<file path="src/rtl/eecfg_pkg.sv">
package eecfg_pkg;

   typedef enum logic [2:0] {
      RD_IDLE,
      RD_LEAD,
      RD_SHIFT,
      RD_TRAIL,
      RD_GAP
   } rd_state_t;

   typedef enum logic [1:0] {
      SQ_WAIT,
      SQ_ISSUE,
      SQ_BUSY,
      SQ_DONE
   } seq_state_t;

   // start bit followed by the two-bit read opcode
   localparam logic [2:0] READ_HEAD = 3'b110;

endpackage

</file>
<file path="src/rtl/eecfg_tick_gen.sv">
module eecfg_tick_gen #(
   parameter int PRE_W = 8
) (
   input  logic             clk,
   input  logic             rst,
   input  logic [PRE_W-1:0] prescale,
   output logic             tick
);

   generate
      if (PRE_W < 1) begin : g_bad_width
         $error("eecfg_tick_gen: PRE_W must be at least 1");
      end
   endgenerate

   logic [PRE_W-1:0] cnt_q;

   assign tick = (cnt_q >= prescale);

   always_ff @(posedge clk) begin
      if (rst) begin
         cnt_q <= '0;
      end else if (tick) begin
         cnt_q <= '0;
      end else begin
         cnt_q <= cnt_q + 1'b1;
      end
   end

endmodule

</file>
<file path="src/rtl/eecfg_word_reader.sv">
module eecfg_word_reader
   import eecfg_pkg::*;
#(
   parameter int ADDR_W      = 6,
   parameter int DATA_W      = 16,
   parameter int GUARD_TICKS = 2
) (
   input  logic              clk,
   input  logic              rst,
   input  logic              tick,
   input  logic              start,
   input  logic [ADDR_W-1:0] addr,
   output logic              cs,
   output logic              sck,
   output logic              cmd_out,
   input  logic              rd_in,
   output logic              word_valid,
   output logic [DATA_W-1:0] word_data
);

   localparam int CMD_BITS   = 3 + ADDR_W;
   localparam int FRAME_BITS = CMD_BITS + DATA_W;
   localparam int IDX_W      = $clog2(FRAME_BITS);
   localparam int GC_W       = $clog2(GUARD_TICKS + 1);

   generate
      if (DATA_W < 2) begin : g_bad_data
         $error("eecfg_word_reader: DATA_W must be at least 2");
      end
      if (GUARD_TICKS < 2) begin : g_bad_guard
         $error("eecfg_word_reader: GUARD_TICKS below the two-tick rule");
      end
   endgenerate

   rd_state_t            state_q;
   logic [1:0]           ph_q;
   logic [IDX_W-1:0]     idx_q;
   logic [GC_W-1:0]      gcnt_q;
   logic [CMD_BITS-1:0]  cmd_q;
   logic [DATA_W-1:0]    data_q;
   logic                 guard_end;
   logic                 in_cmd;

   assign guard_end = (gcnt_q == GC_W'(GUARD_TICKS - 1));
   assign in_cmd    = (state_q == RD_LEAD) ||
                      ((state_q == RD_SHIFT) && (idx_q < IDX_W'(CMD_BITS)));
   assign cmd_out   = in_cmd && cmd_q[CMD_BITS-1];
   assign word_data = data_q;

   always_ff @(posedge clk) begin
      if (rst) begin
         state_q    <= RD_IDLE;
         ph_q       <= '0;
         idx_q      <= '0;
         gcnt_q     <= '0;
         cmd_q      <= '0;
         data_q     <= '0;
         cs         <= 1'b0;
         sck        <= 1'b0;
         word_valid <= 1'b0;
      end else begin
         word_valid <= 1'b0;
         unique case (state_q)
            RD_IDLE: begin
               if (start) begin
                  cmd_q   <= {READ_HEAD, addr};
                  cs      <= 1'b1;
                  gcnt_q  <= '0;
                  state_q <= RD_LEAD;
               end
            end
            RD_LEAD: begin
               if (tick) begin
                  if (guard_end) begin
                     gcnt_q  <= '0;
                     ph_q    <= '0;
                     idx_q   <= '0;
                     state_q <= RD_SHIFT;
                  end else begin
                     gcnt_q <= gcnt_q + 1'b1;
                  end
               end
            end
            RD_SHIFT: begin
               if (tick) begin
                  ph_q <= ph_q + 2'd1;
                  if (ph_q == 2'd1) begin
                     sck <= 1'b1;
                  end
                  if (ph_q == 2'd3) begin
                     sck   <= 1'b0;
                     cmd_q <= {cmd_q[CMD_BITS-2:0], 1'b0};
                     if (idx_q >= IDX_W'(CMD_BITS)) begin
                        data_q <= {data_q[DATA_W-2:0], rd_in};
                     end
                     if (idx_q == IDX_W'(FRAME_BITS - 1)) begin
                        gcnt_q  <= '0;
                        state_q <= RD_TRAIL;
                     end else begin
                        idx_q <= idx_q + 1'b1;
                     end
                  end
               end
            end
            RD_TRAIL: begin
               if (tick) begin
                  if (guard_end) begin
                     gcnt_q  <= '0;
                     cs      <= 1'b0;
                     state_q <= RD_GAP;
                  end else begin
                     gcnt_q <= gcnt_q + 1'b1;
                  end
               end
            end
            RD_GAP: begin
               if (tick) begin
                  if (guard_end) begin
                     gcnt_q     <= '0;
                     word_valid <= 1'b1;
                     state_q    <= RD_IDLE;
                  end else begin
                     gcnt_q <= gcnt_q + 1'b1;
                  end
               end
            end
            default: state_q <= RD_IDLE;
         endcase
      end
   end

endmodule

</file>
<file path="src/rtl/eeprom_cfg_loader.sv">
module eeprom_cfg_loader
   import eecfg_pkg::*;
#(
   parameter int ADDR_W       = 6,
   parameter int DATA_W       = 16,
   parameter int FIRST_ADDR   = 0,
   parameter int LAST_ADDR    = 15,
   parameter int PRE_W        = 8,
   parameter int PWR_TICKS    = 60,
   parameter int BUDGET_TICKS = 2000
) (
   input  logic              clk,
   input  logic              rst,
   input  logic [PRE_W-1:0]  prescale,
   input  logic              pwr_ok,
   output logic              ee_cs,
   output logic              ee_sck,
   output logic              ee_cmd_out,
   input  logic              ee_rd_in,
   output logic              cfg_valid,
   output logic [ADDR_W-1:0] cfg_addr,
   output logic [DATA_W-1:0] cfg_data,
   output logic              cfg_done
);

   localparam int GUARD      = 2;
   localparam int NWORDS     = LAST_ADDR - FIRST_ADDR + 1;
   localparam int FRAME_BITS = 3 + ADDR_W + DATA_W;
   localparam int WORD_TICKS = 3 * GUARD + 4 * FRAME_BITS + 2;
   localparam int LOAD_TICKS = PWR_TICKS + 1 + NWORDS * WORD_TICKS;
   localparam int WC_W       = $clog2(PWR_TICKS + 1);

   generate
      if (LAST_ADDR < FIRST_ADDR || FIRST_ADDR < 0) begin : g_bad_range
         $error("eeprom_cfg_loader: empty or negative address range");
      end
      if (LAST_ADDR >= (1 << ADDR_W)) begin : g_bad_last
         $error("eeprom_cfg_loader: LAST_ADDR does not fit ADDR_W");
      end
      if (PWR_TICKS < 1) begin : g_bad_wait
         $error("eeprom_cfg_loader: PWR_TICKS must be positive");
      end
      if (LOAD_TICKS > BUDGET_TICKS) begin : g_over_budget
         $error("eeprom_cfg_loader: worst-case load exceeds BUDGET_TICKS");
      end
   endgenerate

   seq_state_t        sq_q;
   logic [WC_W-1:0]   wcnt_q;
   logic [ADDR_W-1:0] addr_q;
   logic              tick;
   logic              rd_start;
   logic              rd_valid;
   logic [DATA_W-1:0] rd_data;

   eecfg_tick_gen #(
      .PRE_W(PRE_W)
   ) u_tick (
      .clk      (clk),
      .rst      (rst),
      .prescale (prescale),
      .tick     (tick)
   );

   eecfg_word_reader #(
      .ADDR_W      (ADDR_W),
      .DATA_W      (DATA_W),
      .GUARD_TICKS (GUARD)
   ) u_reader (
      .clk        (clk),
      .rst        (rst),
      .tick       (tick),
      .start      (rd_start),
      .addr       (addr_q),
      .cs         (ee_cs),
      .sck        (ee_sck),
      .cmd_out    (ee_cmd_out),
      .rd_in      (ee_rd_in),
      .word_valid (rd_valid),
      .word_data  (rd_data)
   );

   assign rd_start  = (sq_q == SQ_ISSUE);
   assign cfg_valid = rd_valid;
   assign cfg_addr  = addr_q;
   assign cfg_data  = rd_data;

   always_ff @(posedge clk) begin
      if (rst) begin
         sq_q     <= SQ_WAIT;
         wcnt_q   <= '0;
         addr_q   <= ADDR_W'(FIRST_ADDR);
         cfg_done <= 1'b0;
      end else begin
         unique case (sq_q)
            SQ_WAIT: begin
               if (!pwr_ok) begin
                  wcnt_q <= '0;
               end else if (tick) begin
                  if (wcnt_q == WC_W'(PWR_TICKS)) begin
                     addr_q <= ADDR_W'(FIRST_ADDR);
                     sq_q   <= SQ_ISSUE;
                  end else begin
                     wcnt_q <= wcnt_q + 1'b1;
                  end
               end
            end
            SQ_ISSUE: sq_q <= SQ_BUSY;
            SQ_BUSY: begin
               if (rd_valid) begin
                  if (addr_q == ADDR_W'(LAST_ADDR)) begin
                     cfg_done <= 1'b1;
                     sq_q     <= SQ_DONE;
                  end else begin
                     addr_q <= addr_q + 1'b1;
                     sq_q   <= SQ_ISSUE;
                  end
               end
            end
            SQ_DONE: sq_q <= SQ_DONE;
            default: sq_q <= SQ_WAIT;
         endcase
      end
   end

endmodule

</file>
<file path="config.mk">
export PLATFORM = sky130hd
export DESIGN_NAME = eeprom_cfg_loader
export DESIGN_NICKNAME = d
export VERILOG_FILES = /design/src/rtl/eecfg_pkg.sv /design/src/rtl/eecfg_tick_gen.sv /design/src/rtl/eecfg_word_reader.sv /design/src/rtl/eeprom_cfg_loader.sv
export SDC_FILE = /design/constraint.sdc
export NUM_CORES = 1
export LEC_CHECK = 0
export BUFFER_PORTS_ARGS = -buffer_cell sky130_fd_sc_hd__buf_2
export CORE_MARGIN = 5
export CORE_UTILIZATION = 50
export DETAILED_ROUTE_END_ITERATION = 7
export GPL_TIMING_DRIVEN = 0
export PLACE_DENSITY = 0.71
export SYNTH_ARGS = -nofsm -noshare
export SYNTH_HDL_FRONTEND = slang
export SYNTH_HIERARCHICAL = 1
export SYNTH_SLANG_ARGS = --single-unit
</file>
<file path="constraint.sdc">
create_clock -name clk -period 3.7 [get_ports clk]
set_clock_uncertainty 0.1 [all_clocks]
set_input_delay 0.74 -clock clk [delete_from_list [all_inputs] [get_ports clk]]
set_output_delay 0.74 -clock clk [all_outputs]
set_load 0.01 [all_outputs]
</file>
* Word-level counts from Yosys, hierarchy flattened
Cells that the tools add are included.
Word-level totals: register bits 63, input bits 12, logic and storage cells 137
Cells by class: add/sub/neg operators 6, magnitude comparators 3, eq/ne operators 32, muxes and demuxes 54, bitwise gates (word level) 2, reduce and logical (&&, ||, !) cells 26
Operators by type and width (number):
- $mux 6 | 8
- $mux 3 | 10
- $mux 2 | 14
- $mux 9 | 3
- $ne 2x2->1 const B | 13
- $mux 5 | 5
- $reduce_and 4->1 | 5
- $pmux 9 s2 | 1
- $reduce_and 6->1 | 3
- $pmux 3 s5 | 1
- $add 6x1->6 const B | 2
- $ne 2x1->1 const B | 6
- $pmux 6 s2 | 1
- $pmux 5 s2 | 1
- $reduce_and 10->1 | 1
- $reduce_bool 2->1 | 5
- $reduce_and 3->1 | 3
- $add 8x1->8 const B | 1
- $ge 8x8->1 | 1
- $pmux 2 s4 | 1
- $eq 2x1->1 const B | 3
- $eq 2x2->1 const B | 3
- $eq 3x2->1 const B | 2
- $eq 6x4->1 const B | 1
- other kinds (20) | 29

* Depth between registers and ports, before layout
Gate-level depths: netlist of the first run.
depth after elaboration 5, depth in mapped cells 11

* Modules after synthesis
The synthesis of the first run kept the hierarchy.
By module, submodules not included:
- eecfg_word_reader | times used 1, cells an instance 187, area each 1860.5 um2, seq. area each 800.8 um2
- eeprom_cfg_loader | times used 1, cells an instance 96, area each 809.5 um2, seq. area each 300.3 um2
- eecfg_tick_gen | times used 1, cells an instance 59, area each 529.3 um2, seq. area each 160.2 um2

* Worst setup path before layout of the first run
No wires, ideal clock.
path kind input -> register, start point input port prescale[2], end point register u_reader.gcnt_q[0], arrival time 2.967 ns, setup slack 0.512 ns, stages 10, buffers on the path 1, path through inv_1 > ha_1 > or3_1 > a21oi_1 > o31ai_1 > clkbuf_8 > and3b_1 > a31o_2 > a311oi_1 > mux2_2
Between the ends: word-level cells in the longest chain between the ends 3, elaborated cells on any way between the ends 4, those cells by class order compare: 1; eq/ne: 2; reduce/logical: 1
Ends and longest elaborated chain:
- start: declaration | line eeprom_cfg_loader.sv:14 | input logic [PRE_W-1:0] prescale,
- $ge 8x8->1 (*) | line eecfg_tick_gen.sv:18 | assign tick = (cnt_q >= prescale);
- net tick | line eeprom_cfg_loader.sv:51 | logic tick;
- $ne 2x1->1 (no line) or $ne 2x2->1 (tied branches)
- $reduce_and 6->1 (no line) (*)
- end signal: assignment | line eecfg_word_reader.sv:80 | gcnt_q <= gcnt_q + 1'b1;
- end signal: assignment | line eecfg_word_reader.sv:112 | gcnt_q <= gcnt_q + 1'b1;
- end signal: assignment | line eecfg_word_reader.sv:123 | gcnt_q <= gcnt_q + 1'b1;
- end: declaration | line eecfg_word_reader.sv:38 | logic [GC_W-1:0] gcnt_q;
Mark *: on every way through the listed nets, which the timed path passes. The rest lies on a longest branch. A chain may end at the register's enable or synchronous reset.

* Final worst setup path of the first run
start point input port prescale[3], end point register addr_q[2] (netlist: cfg_addr[2])
Between the ends: word-level cells in the longest chain between the ends 3
Ends and longest elaborated chain:
- $ge 8x8->1 | line eecfg_tick_gen.sv:18
- net tick | line eeprom_cfg_loader.sv:51
- $ne 2x2->1 (no line)
- $reduce_and 6->1 (no line)
- end signal: assignment | line eeprom_cfg_loader.sv:92 | addr_q <= ADDR_W'(FIRST_ADDR);
- end signal: assignment | line eeprom_cfg_loader.sv:101 | addr_q <= ADDR_W'(FIRST_ADDR);
- end signal: assignment | line eeprom_cfg_loader.sv:115 | addr_q <= addr_q + 1'b1;
- end: declaration | line eeprom_cfg_loader.sv:50 | logic [ADDR_W-1:0] addr_q;
The timed path passes the listed nets, and every way through them passes these cells.

==> results of run 1 <==
[worst max-delay path by stage]
stage | startpoint | end | depth (start not counted)
detailed placement | prescale[3] | cfg_addr[2]$_SDFFE_PP0P_ | 10
global placement | prescale[3] | cfg_addr[2]$_SDFFE_PP0P_ | 10
CTS | prescale[3] | cfg_addr[2]$_SDFFE_PP0P_ | 10
finish | prescale[3] | cfg_addr[2]$_SDFFE_PP0P_ | 10
global route | prescale[4] | cfg_addr[2]$_SDFFE_PP0P_ | 10
floorplan | prescale[2] | u_reader/gcnt_q[0]$_SDFFE_PP0P_ | 10
[routing by layer]
| metal | global-route usage [%] | vias to the layer above |
|---|---|---|
| li1 | - | 1364 |
| met1 | 21.4 | 1266 |
| met2 | 29.5 | 72 |
| met3 | 4.34 | 7 |
| met4 | 5.21 | 0 |
| met5 | 0 | - |
[cell families after synthesis]
logic type | synth area share [%]
DFF | 39.4
muxes | 7.27
and+or+nand+nor | 20.9
AOI/OAI and AO/OA | 18.1
buffers and inverters | 5.67
xor gates and xnor gates | 1.92
adders and majority gates | 6.65
[state kept, by name (all words and copies together), names as in the netlist]
name	cells
u_reader/gcnt_q	2
cfg_addr	6
wcnt_q	6
u_reader/cs	1
u_reader/sck	1
u_tick/cnt_q	8
sq_q	2
u_reader/cmd_q	9
cfg_done	1
u_reader/state_q	3
u_reader/idx_q	5
u_reader/ph_q	2
u_reader/word_data	16
u_reader/word_valid	1
[power by group]
group          switching (mW)  internal [mW]  leakage, nW  total [mW]
sequential            0.00323          0.681        0.508       0.684
clock                   0.284          0.400        0.105       0.684
combinational          0.0335         0.0228         1.01      0.0563
total                   0.321           1.10         1.62        1.42
[area by class of cell]
type | instances | area share [%]
Buffer | 14 | 2.76
Clock buffer | 10 | 3.70
Clock inverter | 6 | 2.46
Inverter | 21 | 2.12
Multi-Input combinational cell | 244 | 47.3
Sequential cell | 63 | 34.0
Tap cell | 77 | 2.59
Timing Repair Buffer | 38 | 5.12
[worst max-delay path, delay by kind of cell]
family / cells / cell delay (ns)
and+or+nand+nor: 1 / 0.25
AOI/OAI and AO/OA: 6 / 2.14
adders and majority gates: 1 / 0.26
buffers and inverters: 2 / 0.10
[Yosys cell counts (all sizes together), types with 3 or more instances]
library cell and n:
a211oi 8, a21oi 18, a32o 3, and2 3, and3 4, buf 6
clkbuf 7, dfxtp 63, ha 17, inv 21, mux2i 21, nand2 10
nand2b 6, nand3 13, nand4 5, nand4b 4, nor2 40, nor2b 4
nor3 10, nor3b 4, nor4 5, o211ai 3, o21a 4, o21ai 11
o221a 3, o31a 4, o31ai 6, or4 4, xnor2 5
==> flow_metrics.py, run 1 <==
metrics = {
    "detailed_routing": {
        "highest_layer": "met4",
        "drt_iter0_markers": 91,
        "drt-total-wl_mm": 6.85,
        "remaining_drc_errors": 0,
        "wl_per_cell_um": 14.5,
        "wl_met3_um": 391,
        "ant_nets": 0,
        "wl_met2_mm": 3.24,
        "drtPass1Iterations": 4,
        "num_vias": 2709,
        "vias_per_cell": 5.73,
        "wl_met1_mm": 3.15,
    },
    "placed_design": {
        "postPlaceCellArea_mm2": 0.00349,
        "post-dp-hpwl_mm": 4.91,
        "dp_slack_ns": 0.0498,
        "place_inst": 457,
        "place.port_buffers": 38,
        "place_congestion": 0.826,
    },
    "sta": {
        "tightest_slew_ns": 0.889,
        "whs_ns": 0.376,
        "slew_headroom_pct": 40.2,
        "period_minus_slack_ns": 3.36,
        "slew_viol_final": 0,
        "max_freq_ghz": 0.298,
        "tns_ns": 0,
        "period_share_pct": 90.8,
        "rsz0062_at_grt": "false",
        "setup_viol": 0,
        "final_hold_viol_count": 0,
        "setup_slack_ns": 0.341,
    },
    "outcome": {
        "status": "finished, final reports clean",
    },
    "cts": {
        "cts_tree": "built",
        "root_buffer": "clkbuf_8",
        "clock_latency_ns": 0.34,
        "holdBufCountCts": 0,
        "htreeDepth": 3,
        "cts_setup_buffers": 0,
        "clkTransAtPathRegs_ns": 0.07,
        "post_cts_resized": 0,
        "cts_buffers": 9,
        "clock_path_buffers": 2,
        "clock-sinks": 63,
    },
    "min_path": {
        "hold_end": "u_reader/cmd_q[6]$_SDFFE_PP0P_",
        "min-delay-start": "u_reader/cmd_q[6]$_SDFFE_PP0P_",
        "whs_path_depth": 2,
        "worstHoldPathType": "flop to flop",
    },
    "synth": {
        "synthesis.area_mm2": 0.00320,
        "synth_seq_area_share_pct": 39.4,
        "synth-seq-cells": 63,
        "synth_top_area_cell": "dfxtp_1",
        "synth-edff-count": 0,
        "yosysUniqueCellTypes": 63,
        "syn_avg_cell_area_um2": 9.35,
        "ys.warnings.count": 6,
        "synthesis.nets": 371,
        "ys.flop_type": "dfxtp_1",
        "synth_top_area_share_pct": 39.4,
        "yosys-top-cells-area": "dfxtp_1 39%, ha_1 6.6%, mux2i_1 6.6%, nor2_1 4.7%, a21oi_1 2.7%",
        "synthCells": 342,
        "ys_async_sr_fraction_pct": 0,
    },
    "layout": {
        "final_nets": 420,
        "final_common_cell": "dfxtp_1",
        "final_cell_mix": "63 x dfxtp_1, 42 x buf_2, 40 x nor2_1, 21 x inv_1, 21 x mux2i_1",
        "drive_gt1_share_pct": 19.7,
        "final_cells": 473,
        "post-route-cell-area_mm2": 0.00371,
        "multiInputGateArea_mm2": 0.00176,
        "nFillCells": 573,
        "fin_util_pct": 59.2,
        "ff_latch_area_mm2": 0.00126,
        "num_antenna_cells": 0,
        "area_growth_pct": 16.1,
    },
    "worst_setup_path": {
        "crit_top_cell": "o31ai_1",
        "r2r_start": "u_tick/cnt_q[0]$_SDFF_PP0_",
        "worstPathRequired_ns": 3.83,
        "max_stage_delay_ns": 0.78,
        "start_kind": "primary input",
        "critPathCaptureType": "flop",
        "crit_fanout": 6,
        "r2r_cells": 9,
        "r2r-end": "cfg_addr[2]$_SDFFE_PP0P_",
        "worstSetupPathType": "primary input to flop",
        "crit_chain": "buf_2, inv_1, ha_1, o21a_1, a21oi_1, o31ai_1, nand3_1, o31ai_1, o211ai_1, a32o_1",
        "cp.arrival_ns": 3.49,
        "r2r_slack_ns": 0.45,
        "crit_slowest_cell": "o31ai_1",
    },
    "power_and_ir_drop": {
        "peakVddDrop_mv": 0.283,
        "p_per_area_mw_per_mm2": 383,
        "p_leak_nw": 1.62,
        "totalPowerFinal_mw": 1.42,
    },
    "die": {
        "rows": 29,
        "dieArea_mm2": 0.00810,
        "die_w_um": 90.0,
        "die_h_um": 90.0,
        "core_area_mm2": 0.00628,
        "ioPinCount": 39,
        "start_util_pct": 51.0,
    },
    "global_routing": {
        "antenna_found_initial": 0,
        "grt_pass1_wl_mm": 12.0,
        "grt_max_degree": 13,
        "grt_use_total_pct": 17.3,
        "grt_overflow": 0,
        "grt_pass1_vias": 2622,
    },
    "job": {
        "cap_violations": 0,
    },
}
No activity file was read; power rests on OpenSTA's default activity.
==> run 2: changes to the inputs <==
- BUFFER_PORTS_ARGS: -buffer_cell sky130_fd_sc_hd__buf_2 -> -buffer_cell sky130_fd_sc_hd__buf_4
- SYNTH_HIERARCHICAL: 1 -> unset
==> flow_metrics.py, run 2 <==
metrics = {
    "power_and_ir_drop": {
        "p_clk_share_pct": 49.2,
        "power.internal_mw": 1.16,
        "p_sw_mw": 0.306,
        "p_leak_nw": 1.51,
        "p_per_area_mw_per_mm2": 387,
        "seqPwrFrac_pct": 46.8,
        "peakVddDrop_mv": 0.316,
        "p_sw_share_pct": 21.0,
        "comb_power_share_pct": 4.0,
    },
    "worst_setup_path": {
        "max_stage_delay_ns": 0.94,
        "r2r_start": "u_tick.cnt_q[0]$_SDFF_PP0_",
        "critPathCaptureType": "flop",
        "r2r_cells": 8,
        "cp.arrival_ns": 2.90,
        "critical_path_buf_inv_count": 2,
        "r2r_slack_ns": 1.06,
        "crit_chain": "buf_4, inv_1, ha_1, and3_1, o211ai_2, a211oi_1, nor3_1, a311oi_1",
        "path_delay_family": "compound AO/OA/AOI/OAI gates",
        "crit_fanout": 9,
        "worstSetupPathType": "primary input to flop",
        "start_kind": "primary input",
        "crit_start": "prescale[7]",
        "crit_slowest_cell": "a211oi_1",
        "r2r-end": "u_reader.cmd_q[2]$_SDFFE_PP0P_",
        "worstPathRequired_ns": 3.85,
    },
    "synth": {
        "syn_avg_cell_area_um2": 8.61,
        "yosys-top-cells-area": "dfxtp_1 40%, ha_1 6.7%, mux2i_1 5.4%, nor2_1 5.4%, nand2_1 3.8%",
        "synth_top_cells_by_count": "63 x dfxtp_1, 45 x nor2_1, 32 x nand2_1",
        "synthesis.nets": 395,
        "synth_top_area_share_pct": 40.0,
        "synth_compound_area_share_pct": 17.7,
        "synth-edff-count": 0,
        "synth_xor_area_share_pct": 2.22,
        "synth.most_common_cell": "dfxtp_1",
        "synth_top_family_by_area": "simple AND/OR/NAND/NOR gates",
        "synthAdderAreaFrac_pct": 6.75,
        "muxShareOfSynthArea_pct": 6.11,
        "synth_top_area_cell": "dfxtp_1",
        "synthesis.area_mm2": 0.00315,
        "synthCells": 366,
        "yosysUniqueCellTypes": 55,
        "synthSimpleGateAreaFrac_pct": 23.5,
        "synth_seq_area_share_pct": 40.0,
        "ys.warnings.count": 0,
        "ys.flop_type": "dfxtp_1",
        "synth-seq-cells": 63,
        "ys_async_sr_fraction_pct": 0,
    },
    "cts": {
        "clock-sinks": 63,
        "post_cts_resized": 0,
        "holdBufCountCts": 0,
        "cts_buffers": 9,
        "root_buffer": "clkbuf_8",
        "cts_setup_buffers": 0,
        "cts_tree": "built",
        "clkTransAtPathRegs_ns": 0.07,
        "clock_latency_ns": 0.34,
        "clock_path_buffers": 2,
        "htreeDepth": 3,
    },
    "detailed_routing": {
        "drt-total-wl_mm": 7.05,
        "vias_per_cell": 5.58,
        "drtPass1Iterations": 4,
        "remaining_drc_errors": 0,
        "wl_per_cell_um": 14.2,
        "drt_iter0_markers": 182,
        "ant_nets": 0,
        "num_vias": 2773,
    },
    "sta": {
        "tightest_slew_ns": 1.09,
        "period_minus_slack_ns": 2.74,
        "setup_viol": 0,
        "period_share_pct": 74.2,
        "whs_ns": 0.362,
        "rsz0062_at_grt": "false",
        "tns_ns": 0,
        "slew_headroom_pct": 27.1,
        "max_freq_ghz": 0.364,
        "final_hold_viol_count": 0,
        "slew_viol_final": 0,
    },
    "die": {
        "die_w_um": 89.4,
        "die_h_um": 89.4,
        "start_util_pct": 50.5,
        "dieArea_mm2": 0.00799,
        "core_area_mm2": 0.00624,
        "ioPinCount": 39,
        "rows": 29,
    },
    "layout": {
        "final_nets": 444,
        "final_cell_mix": "63 x dfxtp_1, 45 x nor2_1, 38 x buf_4, 32 x nand2_1, 19 x a21oi_1",
        "final_cells": 497,
        "drive_gt1_share_pct": 16.2,
        "nFillCells": 564,
        "area_growth_pct": 19.6,
        "num_antenna_cells": 0,
        "post-route-cell-area_mm2": 0.00377,
        "fin_util_pct": 60.4,
        "final_common_cell": "dfxtp_1",
        "largest_reg_flops": 16,
    },
    "outcome": {
        "status": "finished, final reports clean",
    },
    "min_path": {
        "worstHoldPathType": "flop to flop",
        "min-delay-start": "u_tick.cnt_q[0]$_SDFF_PP0_",
        "whs_path_depth": 1,
        "hold_end": "u_tick.cnt_q[0]$_SDFF_PP0_",
    },
    "placed_design": {
        "place.port_buffers": 38,
        "postPlaceCellArea_mm2": 0.00353,
        "place_congestion": 0.854,
        "place_inst": 481,
        "post-dp-hpwl_mm": 5.20,
    },
    "global_routing": {
        "grt_pass1_vias": 2707,
        "grt_max_degree": 12,
        "antenna_found_initial": 0,
        "grt_overflow": 0,
        "grt_pass1_wl_mm": 12.4,
        "grt_use_total_pct": 19.9,
    },
    "job": {
        "cap_violations": 0,
    },
}
[run 2: cell types whose count changed in the layout (fill, tap and decap cells not counted), sizes merged, moves of 4 or more]
cell	previous run	this run
inv	22	17
nand4	5	1
o31a	4	0
mux2i	21	17
nand3	13	17
nor3	10	17
a311oi	1	8
nor2b	4	9
nand2	10	33
nor2	40	48
[run 2: power groups by stage]
stage	Combinational, mW	Clock (mW)	Sequential [mW]
after global routing	0.0661	0.771	0.684
after CTS	0.0597	0.738	0.684
final	0.0589	0.719	0.684
after floorplan	0.0384	0	0.699
after global placement	0.0577	0	0.699
after detailed placement	0.0594	0	0.699
[run 2: per-stage QoR]
step / setup slack [ns] / total power, mW
after floorplan: 0.979 / 0.737
after global placement: 0.640 / 0.757
after detailed placement: 0.604 / 0.759
after CTS: 0.974 / 1.48
after global routing: 0.651 / 1.52
final: 0.956 / 1.46
[run 2: worst reg2reg max path: cells and delay by family (launching register included)]
| kind | cells | cell delay, ns |
|---|---|---|
| AOI/OAI and AO/OA | 4 | 1.53 |
| adders and majority gates | 1 | 0.26 |
| buffers and inverters | 1 | 0.06 |
| DFF | 1 | 0.37 |
| and+or+nand+nor | 2 | 0.24 |
[run 2: area by class of cell]
cell class	instances	area (µm²)	share of cell area, %
Clock inverter	5	106	2.82
Buffer	12	53.8	1.43
Timing Repair Buffer	38	285	7.56
Tap cell	77	96.3	2.55
Sequential cell	63	1260	33.4
Inverter	17	63.8	1.69
Clock buffer	11	131	3.48
Multi-Input combinational cell	274	1770	47.0
[run 2: logic make-up (layout without fill, tap and decap cells)]
family / count (synthesis) / after routing
adder cells (fa/ha/maj): 17 / 17
AND/OR/NAND/NOR: 154 / 154
flip-flops: 63 / 63
buffers and inverters: 29 / 83
XOR/XNOR: 8 / 8
multiplexers: 19 / 19
AO/OA/AOI/OAI: 76 / 76
[run 2: per-layer routing]
metal  GRT usage, %  vias to the layer above  share of wire (%)
li1               -                     1405                  -
met1           24.2                     1297                 46
met2           32.5                       67                 47
met3           7.10                        4                6.0
met4           7.17                        0               0.81
met5              0                        -                  0
[run 2: worst max-delay path by stage]
stage                                     endpoint  slack [ns]  cells after the start
2_1_floorplan  u_reader.word_data[10]$_SDFFE_PP0P_        0.98                      8
3_3_place_gp        u_reader.cmd_q[2]$_SDFFE_PP0P_        0.64                      8
3_5_place_dp        u_reader.cmd_q[2]$_SDFFE_PP0P_        0.60                      8
4_1_cts             u_reader.cmd_q[2]$_SDFFE_PP0P_        0.97                      8
5_1_grt             u_reader.cmd_q[2]$_SDFFE_PP0P_        0.65                      9
6_report            u_reader.cmd_q[2]$_SDFFE_PP0P_        0.96                      8
==> run 3: changes to the inputs <==
- PLACE_DENSITY: 0.71 -> 0.74
- clock period: 3.7 -> 2.2 ns (I/O delays scaled with it)
==> flow_metrics.py, run 3 (same netlist as run 2, synthesis figures left out) <==
metrics = {
    "global_routing": {
        "grt_pass1_wl_mm": 12.9,
        "grt_pass1_vias": 2781,
        "grt_overflow": 0,
        "antenna_found_initial": 0,
        "grt_use_total_pct": 20.6,
        "grt_max_degree": 11,
    },
    "outcome": {
        "status": "complete, but fails checks",
        "violations": "setup timing",
    },
    "worst_setup_path": {
        "crit_top_cell": "buf_12",
        "crit_slowest_cell": "or4_1",
        "worstPathRequired_ns": 2.30,
        "critPathCaptureType": "flop",
        "max_stage_delay_ns": 0.51,
        "worstSetupPathType": "flop to flop",
        "start_kind": "flop",
        "crit_fanout": 9,
        "cp.arrival_ns": 2.34,
        "crit_chain": "ha_4, or4_1, a21o_1, o211ai_4, buf_12, a211oi_4, buf_12, nor3_2, a311oi_2",
    },
    "sta": {
        "period_share_pct": 102,
        "final_hold_viol_count": 0,
        "setup_slack_ns": -0.0398,
        "slew_headroom_pct": 49.8,
        "setup_viol": 7,
        "rsz0062_at_grt": "true",
        "period_minus_slack_ns": 2.24,
        "max_freq_ghz": 0.446,
        "whs_ns": 0.235,
        "tightest_slew_ns": 0.752,
        "slew_viol_final": 0,
    },
    "layout": {
        "final_cells": 510,
        "final_cell_mix": "53 x dfxtp_1, 47 x buf_4, 39 x nor2_1, 29 x nand2_1, 17 x mux2i_1",
        "largest_reg_flops": 16,
        "fin_util_pct": 69.6,
        "final_nets": 458,
        "nFillCells": 472,
        "num_antenna_cells": 0,
        "multiInputGateArea_mm2": 0.00219,
        "ff_latch_area_mm2": 0.00128,
        "final_common_cell": "dfxtp_1",
        "drive_gt1_share_pct": 37.4,
        "area_growth_pct": 37.7,
        "post-route-cell-area_mm2": 0.00434,
    },
    "detailed_routing": {
        "remaining_drc_errors": 0,
        "drtPass1Iterations": 4,
        "drt-total-wl_mm": 8.07,
        "drt_iter0_markers": 168,
        "wl_per_cell_um": 15.8,
        "ant_nets": 0,
        "vias_per_cell": 5.77,
        "num_vias": 2941,
    },
    "die": {
        "dieArea_mm2": 0.00799,
        "die_h_um": 89.4,
        "rows": 29,
        "start_util_pct": 50.5,
        "ioPinCount": 39,
        "die_w_um": 89.4,
        "core_area_mm2": 0.00624,
    },
    "cts": {
        "cts_tree": "built",
        "clock-sinks": 63,
        "clkTransAtPathRegs_ns": 0.07,
        "htreeDepth": 3,
        "cts_buffers": 9,
        "clock_path_buffers": 2,
        "clock_latency_ns": 0.34,
        "root_buffer": "clkbuf_8",
    },
    "placed_design": {
        "place_congestion": 0.876,
        "place_inst": 481,
        "post-dp-hpwl_mm": 5.12,
        "postPlaceCellArea_mm2": 0.00366,
        "place.port_buffers": 38,
    },
    "power_and_ir_drop": {
        "totalPowerFinal_mw": 2.33,
        "p_leak_nw": 1.62,
        "p_per_area_mw_per_mm2": 536,
        "peakVddDrop_mv": 0.452,
    },
    "min_path": {
        "worstHoldPathType": "primary input to flop",
    },
    "job": {
        "cap_violations": 0,
    },
}
## run 3: layout make-up
type / instances / area share [%]
multi-input combinational: 275 / 50.5
timing repair buffer: 52 / 9.83
clock buffer: 11 / 3.49
sequential: 63 / 29.5
clock inverter: 4 / 1.04
inverter: 17 / 1.99
tap: 77 / 2.22
buffer: 11 / 1.47
## run 3: critical path: cells and delay by family, from the launching register on
| kind | cells | cell delay [ns] |
|---|---|---|
| adder cells (fa/ha/maj) | 1 | 0.16 |
| AND/OR/NAND/NOR | 2 | 0.70 |
| AO/OA/AOI/OAI | 4 | 0.48 |
| flip-flops | 1 | 0.35 |
| buffers and inverters | 2 | 0.31 |
## run 3: through the flow
step / setup TNS (ns) / setup WS [ns]
floorplan: -2.23 / -0.169
global placement: -16.88 / -0.563
detailed placement: -18.36 / -0.633
CTS: -0.102 / -0.0250
global route: -2.91 / -0.139
finish: -0.142 / -0.0398
## run 3: path summary, 6_finish.rpt
path	startpoint	end	slack, ns	depth (start not counted)
max	u_tick.cnt_q[1]$_SDFF_PP0_	u_reader.cmd_q[5]$_SDFFE_PP0P_	-0.04	9
min reg2reg	cfg_done$_SDFFE_PP0P_	cfg_done$_SDFFE_PP0P_	0.38	2
max reg2reg	u_tick.cnt_q[1]$_SDFF_PP0_	u_reader.cmd_q[5]$_SDFFE_PP0P_	-0.04	9
min	ee_rd_in	u_reader.word_data[0]$_SDFFE_PP0P_	0.24	3
## run 3: power breakdown
group,internal (mW),switching [mW],leakage (nW)
Sequential,1.14,0.00591,0.513
Combinational,0.0676,0.0809,1.01
Clock,0.573,0.456,0.105
## run 3: what timing repair did
action,CTS,global route
setup buffers,9,4
endpoints found under the hold margin,0,0
gates cloned,1,1
hold buffers,0,0
resized for setup,37,52
endpoints found under the setup margin,49,50
pin swaps,15,16
## run 3: routing by layer
layer / track usage, % / part of all wire, %
met1: 26.5 / 45
met5: 0 / 0
met4: 7.31 / 2.1
met2: 33.5 / 48
met3: 5.25 / 5.2
